### src/rtl/dutybit_pkg.sv
package dutybit_pkg;

  typedef enum logic [1:0] {
    S_IDLE = 2'd0,
    S_LOW  = 2'd1,
    S_HIGH = 2'd2
  } dec_state_t;

  // Strobes from control to datapath
  typedef struct packed {
    logic startFrame;  // clear shift register and bit count
    logic startLow;    // first low sample of a bit
    logic incLow;      // further low sample
    logic startHigh;   // first high sample of a bit
    logic incHigh;     // further high sample
    logic bitDone;     // shift decoded bit in
    logic frameDone;   // evaluate frame
  } dec_ctl_t;

endpackage

### src/rtl/dutybit_ctrl.sv
module dutybit_ctrl
  import dutybit_pkg::*;
(
  input  logic     clk,
  input  logic     rstN,
  input  logic     sigHigh,
  input  logic     frameHigh,
  input  logic     lossHit,
  output dec_ctl_t ctl
);

  dec_state_t state, stateNext;

  always_comb begin
    ctl = '0;
    stateNext = state;
    unique case (state)
      S_IDLE: begin
        if (!lossHit && !sigHigh) begin
          ctl.startFrame = 1'b1;
          ctl.startLow = 1'b1;
          stateNext = S_LOW;
        end
      end
      S_LOW: begin
        if (lossHit) begin
          stateNext = S_IDLE;
        end else if (!sigHigh) begin
          ctl.incLow = 1'b1;
        end else begin
          ctl.startHigh = 1'b1;
          stateNext = S_HIGH;
        end
      end
      S_HIGH: begin
        if (lossHit) begin
          stateNext = S_IDLE;
        end else if (frameHigh) begin
          ctl.bitDone = 1'b1;
          ctl.frameDone = 1'b1;
          stateNext = S_IDLE;
        end else if (!sigHigh) begin
          ctl.bitDone = 1'b1;
          ctl.startLow = 1'b1;
          stateNext = S_LOW;
        end else begin
          ctl.incHigh = 1'b1;
        end
      end
      default: stateNext = S_IDLE;
    endcase
  end

  always_ff @(posedge clk) begin
    if (!rstN) state <= S_IDLE;
    else       state <= stateNext;
  end

  AST_LOSS_TO_IDLE: assert property (@(posedge clk) disable iff (!rstN)
    lossHit |=> (state == S_IDLE));

  AST_IDLE_NO_FRAME: assert property (@(posedge clk) disable iff (!rstN)
    (state == S_IDLE) |-> !ctl.frameDone);

endmodule

### src/rtl/dutybit_dpath.sv
module dutybit_dpath
  import dutybit_pkg::*;
#(
  parameter int CMD_W       = 16,
  parameter int CNT_W       = 8,
  parameter int TIMEOUT_CYC = 2000,
  localparam int BC_W = $clog2(CMD_W + 2),
  localparam int TO_W = $clog2(TIMEOUT_CYC + 1)
) (
  input  logic             clk,
  input  logic             rstN,
  input  logic             frameHigh,
  input  logic [BC_W-1:0]  reqBits,
  input  dec_ctl_t         ctl,
  output logic             lossHit,
  output logic [CMD_W-1:0] cmdWord,
  output logic             frameValid,
  output logic             frameErr
);

  localparam logic [CNT_W-1:0] CNT_MAX = '1;
  localparam logic [BC_W-1:0]  BC_SAT  = BC_W'(CMD_W + 1);
  localparam logic [BC_W-1:0]  BC_FULL = BC_W'(CMD_W);
  localparam logic [TO_W-1:0]  TO_LIM  = TO_W'(TIMEOUT_CYC);

  logic [CNT_W-1:0] lowCnt, highCnt;
  logic [CMD_W-1:0] shiftReg, shiftNext;
  logic [BC_W-1:0]  bitCnt, bitCntNext;
  logic [TO_W-1:0]  toCnt;
  logic             bitVal, countOk;

  assign bitVal     = highCnt > lowCnt;
  assign shiftNext  = {shiftReg[CMD_W-2:0], bitVal};
  assign bitCntNext = (bitCnt == BC_SAT) ? BC_SAT : bitCnt + 1'b1;
  assign countOk    = (bitCntNext == reqBits) && (reqBits <= BC_FULL);
  assign lossHit    = (toCnt == TO_LIM);

  // Phase counters
  always_ff @(posedge clk) begin
    if (!rstN) begin
      lowCnt  <= '0;
      highCnt <= '0;
    end else begin
      if (ctl.startLow) begin
        lowCnt  <= CNT_W'(1);
        highCnt <= '0;
      end else if (ctl.incLow && lowCnt != CNT_MAX) begin
        lowCnt <= lowCnt + 1'b1;
      end
      if (ctl.startHigh) begin
        highCnt <= CNT_W'(1);
      end else if (ctl.incHigh && highCnt != CNT_MAX) begin
        highCnt <= highCnt + 1'b1;
      end
    end
  end

  // Shift register and bit count
  always_ff @(posedge clk) begin
    if (!rstN) begin
      shiftReg <= '0;
      bitCnt   <= '0;
    end else if (ctl.startFrame) begin
      shiftReg <= '0;
      bitCnt   <= '0;
    end else if (ctl.bitDone) begin
      shiftReg <= shiftNext;
      bitCnt   <= bitCntNext;
    end
  end

  // Frame evaluation
  always_ff @(posedge clk) begin
    if (!rstN) begin
      cmdWord    <= '0;
      frameValid <= 1'b0;
      frameErr   <= 1'b0;
    end else begin
      frameValid <= 1'b0;
      frameErr   <= 1'b0;
      if (ctl.frameDone) begin
        if (countOk) begin
          cmdWord    <= shiftNext;
          frameValid <= 1'b1;
        end else begin
          frameErr <= 1'b1;
        end
      end
    end
  end

  // Bus-loss timer
  always_ff @(posedge clk) begin
    if (!rstN)               toCnt <= '0;
    else if (frameHigh)      toCnt <= '0;
    else if (toCnt != TO_LIM) toCnt <= toCnt + 1'b1;
  end

  AST_LOW_SAT: assert property (@(posedge clk) disable iff (!rstN)
    (lowCnt == CNT_MAX && ctl.incLow) |=> (lowCnt == CNT_MAX));

  AST_HIGH_SAT: assert property (@(posedge clk) disable iff (!rstN)
    (highCnt == CNT_MAX && ctl.incHigh) |=> (highCnt == CNT_MAX));

  AST_VALID_PULSE: assert property (@(posedge clk) disable iff (!rstN)
    frameValid |=> !frameValid);

  AST_WORD_ONLY_ON_VALID: assert property (@(posedge clk) disable iff (!rstN)
    !$stable(cmdWord) |-> frameValid);

  AST_ERR_KEEPS_WORD: assert property (@(posedge clk) disable iff (!rstN)
    frameErr |-> $stable(cmdWord));

  AST_LOSS_CAUSE: assert property (@(posedge clk) disable iff (!rstN)
    $rose(lossHit) |-> !$past(frameHigh));

endmodule

### src/rtl/dutybit_decoder.sv
module dutybit_decoder
  import dutybit_pkg::*;
#(
  parameter int CMD_W       = 16,
  parameter int CNT_W       = 8,
  parameter int TIMEOUT_CYC = 2000,
  localparam int BC_W = $clog2(CMD_W + 2)
) (
  input  logic             clk,
  input  logic             rstN,
  input  logic             sigHigh,
  input  logic             frameHigh,
  input  logic [BC_W-1:0]  reqBits,
  output logic [CMD_W-1:0] cmdWord,
  output logic             frameValid,
  output logic             frameErr,
  output logic             lossReset
);

  dec_ctl_t ctl;
  logic     lossHit;

  dutybit_ctrl uCtrl (
    .clk       (clk),
    .rstN      (rstN),
    .sigHigh   (sigHigh),
    .frameHigh (frameHigh),
    .lossHit   (lossHit),
    .ctl       (ctl)
  );

  dutybit_dpath #(
    .CMD_W       (CMD_W),
    .CNT_W       (CNT_W),
    .TIMEOUT_CYC (TIMEOUT_CYC)
  ) uDpath (
    .clk        (clk),
    .rstN       (rstN),
    .frameHigh  (frameHigh),
    .reqBits    (reqBits),
    .ctl        (ctl),
    .lossHit    (lossHit),
    .cmdWord    (cmdWord),
    .frameValid (frameValid),
    .frameErr   (frameErr)
  );

  assign lossReset = lossHit;

  AST_NO_DOUBLE_STROBE: assert property (@(posedge clk) disable iff (!rstN)
    !(frameValid && frameErr));

endmodule

### config.mk
export PLATFORM = sky130hd
export DESIGN_NAME = dutybit_decoder
export DESIGN_NICKNAME = d
export VERILOG_FILES = /design/src/rtl/dutybit_pkg.sv /design/src/rtl/dutybit_ctrl.sv /design/src/rtl/dutybit_dpath.sv /design/src/rtl/dutybit_decoder.sv
export SDC_FILE = /design/constraint.sdc
export NUM_CORES = 1
export LEC_CHECK = 0
export BUFFER_PORTS_ARGS = -buffer_cell sky130_fd_sc_hd__buf_2
export CORE_UTILIZATION = 35
export CTS_BUF_LIST = sky130_fd_sc_hd__clkbuf_4 sky130_fd_sc_hd__clkbuf_8
export DETAILED_ROUTE_END_ITERATION = 10
export GPL_TIMING_DRIVEN = 0
export HOLD_SLACK_MARGIN = 0.05
export SYNTH_ARGS = -nofsm -noshare
export SYNTH_HDL_FRONTEND = slang
export SYNTH_SLANG_ARGS = --single-unit
### constraint.sdc
create_clock -name clk -period 2.99 [get_ports clk]
set_input_delay 0.1495 -clock clk [delete_from_list [all_inputs] [get_ports clk]]
set_output_delay 0.1495 -clock clk [all_outputs]
set_load 0.01 [all_outputs]
**Word-level counts from Yosys, hierarchy flattened**

Cells that the tools add are included.

- $add $sub $neg: 4
- Order comparisons: 2
- Equality and inequality tests: 11
- Mux-type cells: 29
- Bitwise gates (word level): 1
- Reductions and logical operators: 17

Operator list:

| operator | count |
|---|---|
| $mux W2 | 9 |
| $add A8 B1 Y8 const B | 2 |
| $mux W8 | 2 |
| $ne A8 B8 Y1 const B | 2 |
| $mux W1 | 13 |
| $add A11 B1 Y11 const B | 1 |
| $eq A11 B11 Y1 const B | 1 |
| $ne A11 B11 Y1 const B | 1 |
| $gt A8 B8 Y1 | 1 |
| $reduce_or A2 Y1 | 4 |
| $mux W3 | 2 |
| $pmux W2 S3 | 1 |
| $add A5 B1 Y5 const B | 1 |
| $eq A5 B5 Y1 | 1 |
| $eq A5 B5 Y1 const B | 1 |
| $le A5 B5 Y1 const B | 1 |
| $mux W5 | 1 |
| $logic_and A1 B1 Y1 | 4 |
| $ne A4 B3 Y1 const B | 1 |
| $reduce_and A2 Y1 | 2 |
| $reduce_bool A2 Y1 | 2 |
| $ne A3 B2 Y1 const B | 1 |
| $reduce_and A3 Y1 | 1 |
| $reduce_bool A3 Y1 | 1 |
| 7 further kinds | 8 |

- Register bits after elaboration: 67
- Input port bits: 9
- Output and inout bits: 19
- Word-level logic and storage cells: 75

**Longest topological paths before layout**

- Word-level depth: 8
- Depth in mapped cells: 9
- Depth with buffers taken out: 7

**Modules after synthesis**

From an unflattened synthesis, not the netlist that was laid out.

- Cell total of the unflattened synthesis: 368
- Area total of the unflattened synthesis: 3,239.4 µm²

By module, submodules not included:

| module | times used | cells an instance | area each (µm²) | seq. area each (µm²) |
|---|---|---|---|---|
| dutybit_dpath | 1 | 350 | 3,093.0 | 1,301.2 |
| dutybit_ctrl | 1 | 18 | 146.4 | 40.0 |

**Worst setup path before layout**

No wires, ideal clock.

- Path kind: register to register
- From: register uDpath.bitCnt[1]
- To: register uDpath.cmdWord[10]
- Setup time: 72 ps
- Data arrival time: 2,197 ps
- Data required time: 2,918 ps
- Slack: 721 ps
- Stages on the path, launching flop included: 9
- Path buffers: 1
- Period minus slack after synthesis: 2,269 ps
- Cell sequence: dfxtp_1 > inv_1 > ha_1 > nor4bb_4 > or3_1 > a211o_1 > a211oi_4 > buf_8 > mux2i_1

- Word-level cells in the longest chain between the ends: 5
- Elaborated cells between the ends (all ways): 6
- Those cells by class: 1 x add/sub; 2 x eq/ne; 1 x mux; 2 x reduce/logical

Ends and longest elaborated chain:

| element | line | RTL |
|---|---|---|
| from (decl) | dutybit_dpath.sv:28 | `logic [BC_W-1:0] bitCnt, bitCntNext;` |
| from (signal assigned) | dutybit_dpath.sv:68 | `bitCnt <= bitCntNext;` |
| $add A5 B1 Y5 or $eq A5 B5 Y1 (tied branches) | dutybit_dpath.sv:34 | `assign bitCntNext = (bitCnt == BC_SAT) ? BC_SAT : bitCnt + 1'b1;` |
| $mux W5 * | dutybit_dpath.sv:34 |  |
| $eq A5 B5 Y1 * | dutybit_dpath.sv:35 | `assign countOk = (bitCntNext == reqBits) && (reqBits <= BC_FULL);` |
| $logic_and A1 B1 Y1 * | dutybit_dpath.sv:35 |  |
| $reduce_and A2 Y1 (no source line) * | n/a |  |
| to (signal assigned) | dutybit_dpath.sv:83 | `cmdWord <= shiftNext;` |
| to (decl) | dutybit_dpath.sv:16 | `output logic [CMD_W-1:0] cmdWord,` |

Every way passes the cells marked *; elsewhere a longest branch is shown, timed or not.
A chain may end at the register's enable or synchronous reset.

**Worst setup path after layout**

- From: register uDpath.bitCnt[1]
- To: register uDpath.cmdWord[15]

Same word-level chain as after synthesis.

==> out/metrics.cfg <==
[run_status]
status=finished, final reports clean

[cells_and_area]
area_growth_pct=14.51
fill_cells=920
seqCellArea_um2=1341
multi_input_area_um2=1779
diodes=0
final_net_count=451
final_layout_size_suffix_gt1_share_pct=12.24

[clock_tree]
cts_hold_buf=0
h-tree-depth=3
ctsLongestPathBuffers=2
clk_latency_ns=0.36
post_cts_resized=0
root_buffer=clkbuf_8
clkSlewWorstSetupHoldPaths_ns=0.08
cts_tree=built
cts_buffers=9
clock-sinks=67
cts_setup_buffers=0

[placed_design]
numPortBuffers=27
place_hpwl_um=5097
post-place-ws_ns=0.4289
globalplace.congestion=0.8016

[routing]
drt_first_iter_violations=98
drc_errors=0
vias_per_cell=5.083
drt_wl_total_um=6980
wl_per_cell_um=12.90
ant_nets=0
drtPass1Iterations=4
vias=2750

[global_route]
grt_pass1_wl_um=12160
grt_pass1_vias=2598
grt_start_max_net_pins=14
antenna_found_initial=0
track_usage_pct=15.69
overflow=0

[critical_path]
path_class=reg -> reg
critPathLaunchType=flop
critical_path.max_fanout=10
crit_path_end_kind=flop
r2r_slack_ns=0.44
crit_arrival_ns=2.83
reg2reg_to=uDpath.cmdWord[15]$_SDFFE_PN0P_
r2r_start=uDpath.bitCnt[1]$_SDFFE_PP0P_
r2r_cells=8
cp-startpoint=uDpath.bitCnt[1]$_SDFFE_PP0P_
required_ns=3.27

[logic_synthesis]
syn_area_per_cell_um2=8.316
synth_ff_type=dfxtp_1
synth_top_area_share_pct=41.36
syn-cell-area_um2=3243
synth.distinct_cells=45
syn_inst=390
synth_edf_count=0
yosysTopAreaCell=dfxtp_1
synthTopCellsByArea=dfxtp_1 (41%), nand2_1 (9.1%), ha_1 (5.4%)
async_flop_share_pct=0
yosys_warnings=0
yosysSeqAreaShare_pct=41.36
synth_nets=413
synth-seq-cells=67

[pwr]
vdd_drop_max_uv=176.1
total_power_mw=1.764
cellLeakagePower_nw=1.309
power.density_nw_per_um2=475.0

[min_path]
whs_endpoint=uDpath.toCnt[1]$_SDFFE_PP0N_
min_delay_path_depth=3
hp-start=rstN
hold_path.class=in -> reg

[sta]
tightest_slew_ns=0.6633
fmax_mhz=392.7
worst_slack_ns=0.4437
rsz0062_at_grt=false
min_period_over_period_pct=85.16
timing.setup.tns_ns=0
slew_headroom_pct=55.44
setup_violations=0
hold_viol=0
final.min_clock_period_ns=2.546
drv_slew=0
finalClockSkew_ns=0.009474

[die]
coreArea_um2=8848
start_util_pct=36.65
die_y_um=98.26
row_count=34
boundaryPins=28
die_w_um=98.26
die-area_um2=9655

[flow_run]
maxCapViolations=0

==> layout by cell type, fill, tap and decap left out, drive strengths merged, types with 7 or more instances in the layout <==
cell,count
a21oi,34
o21ai,13
nand2,79
nor2,31
mux2i,17
or3,7
inv,18
xnor2,12
clkbuf,19
buf,30
and3,8
nor3,9
nand3,18
ha,14
dfxtp,67
==> state kept, by name, summed over array words and instances, names as in the netlist <==
name / cells
uCtrl.state: 2
uDpath.bitCnt: 5
uDpath.cmdWord: 16
uDpath.frameErr: 1
uDpath.frameValid: 1
uDpath.highCnt: 8
uDpath.lowCnt: 8
uDpath.shiftReg: 15
uDpath.toCnt: 11
==> cell families (layout without fill, tap and decap cells) <==
group / after synthesis / after routing / synth area share [%]
AND/OR/NAND/NOR: 177 / 177 / 25.96
AO/OA/AOI/OAI: 68 / 68 / 13.39
flip-flops: 67 / 67 / 41.36
buffers and inverters: 29 / 72 / 3.781
XOR/XNOR: 18 / 18 / 4.861
multiplexers: 17 / 17 / 5.247
adder cells (fa/ha/maj): 14 / 14 / 5.401
==> Yosys cell counts (2+ instances only) <==
library cell	number
and4_1	2
nor3_1	9
a21boi_0	2
o21a_1	2
inv_1	16
nor2_1	31
xor2_1	6
a211oi_1	3
dfxtp_1	67
or3_1	6
xnor2_1	12
nand3_1	18
nand2b_1	6
clkbuf_1	10
nand2_1	79
and3_1	8
nand3b_1	2
nor2b_1	2
o21ai_0	13
nand4_1	6
mux2i_1	17
buf_2	2
a31oi_1	2
o311ai_2	2
a21oi_1	34
ha_1	14
==> critical path, cell delays in order, from the launching register on <==
cell and delay [ns]:
dfxtp_1 0.38, inv_1 0.06, ha_1 0.20, nor4bb_4 0.17, or3_1 0.33, a211o_1 0.36, a211oi_4 0.56, buf_8 0.23
mux2i_1 0.18
==> power by group <==
group | switching, mW | total [mW] | internal [mW]
logic | 0.0547 | 0.0820 | 0.0273
clock network | 0.388 | 0.778 | 0.391
registers | 0.00718 | 0.904 | 0.897
==> stage by stage <==
stage                     instance area [µm²]  hold slack, ns  utilization [%]  std cells
after floorplan                          3243          0.3006                -        390
after detailed placement                 3513          0.4490            39.71        525
after global placement                   3513          0.4420            39.71        525
after global routing                     3714          0.1078            41.97        541
after CTS                                3714          0.1014            41.97        541
final                                    3714          0.1019            41.97        541
==> how the worst max path moves through the flow <==
stage,to,slack (ns)
finish,uDpath.cmdWord[15]$_SDFFE_PN0P_,0.44
global route,uDpath.cmdWord[13]$_SDFFE_PN0P_,0.25
CTS,uDpath.cmdWord[15]$_SDFFE_PN0P_,0.42
detailed placement,uDpath.cmdWord[14]$_SDFFE_PN0P_,0.43
global placement,uDpath.cmdWord[15]$_SDFFE_PN0P_,0.49
floorplan,uDpath.cmdWord[10]$_SDFFE_PN0P_,0.72
==> metal layers <==
metal	up-vias	GRT usage, %	share of wire (%)
met2	38	23.56	41
met5	-	0	0
met4	0	6.889	1.8
li1	1433	-	-
met3	10	3.651	3.3
met1	1269	21.46	53
==> layout make-up <==
cell class / count / area share [%]
Inverter: 16 / 1.617
Multi-Input combinational cell: 294 / 47.91
Clock inverter: 7 / 2.055
Timing Repair Buffer: 27 / 3.639
Buffer: 13 / 1.685
Sequential cell: 67 / 36.12
Clock buffer: 9 / 3.336
Tap cell: 108 / 3.639
Note: power is estimated with default switching activity, not from simulation.
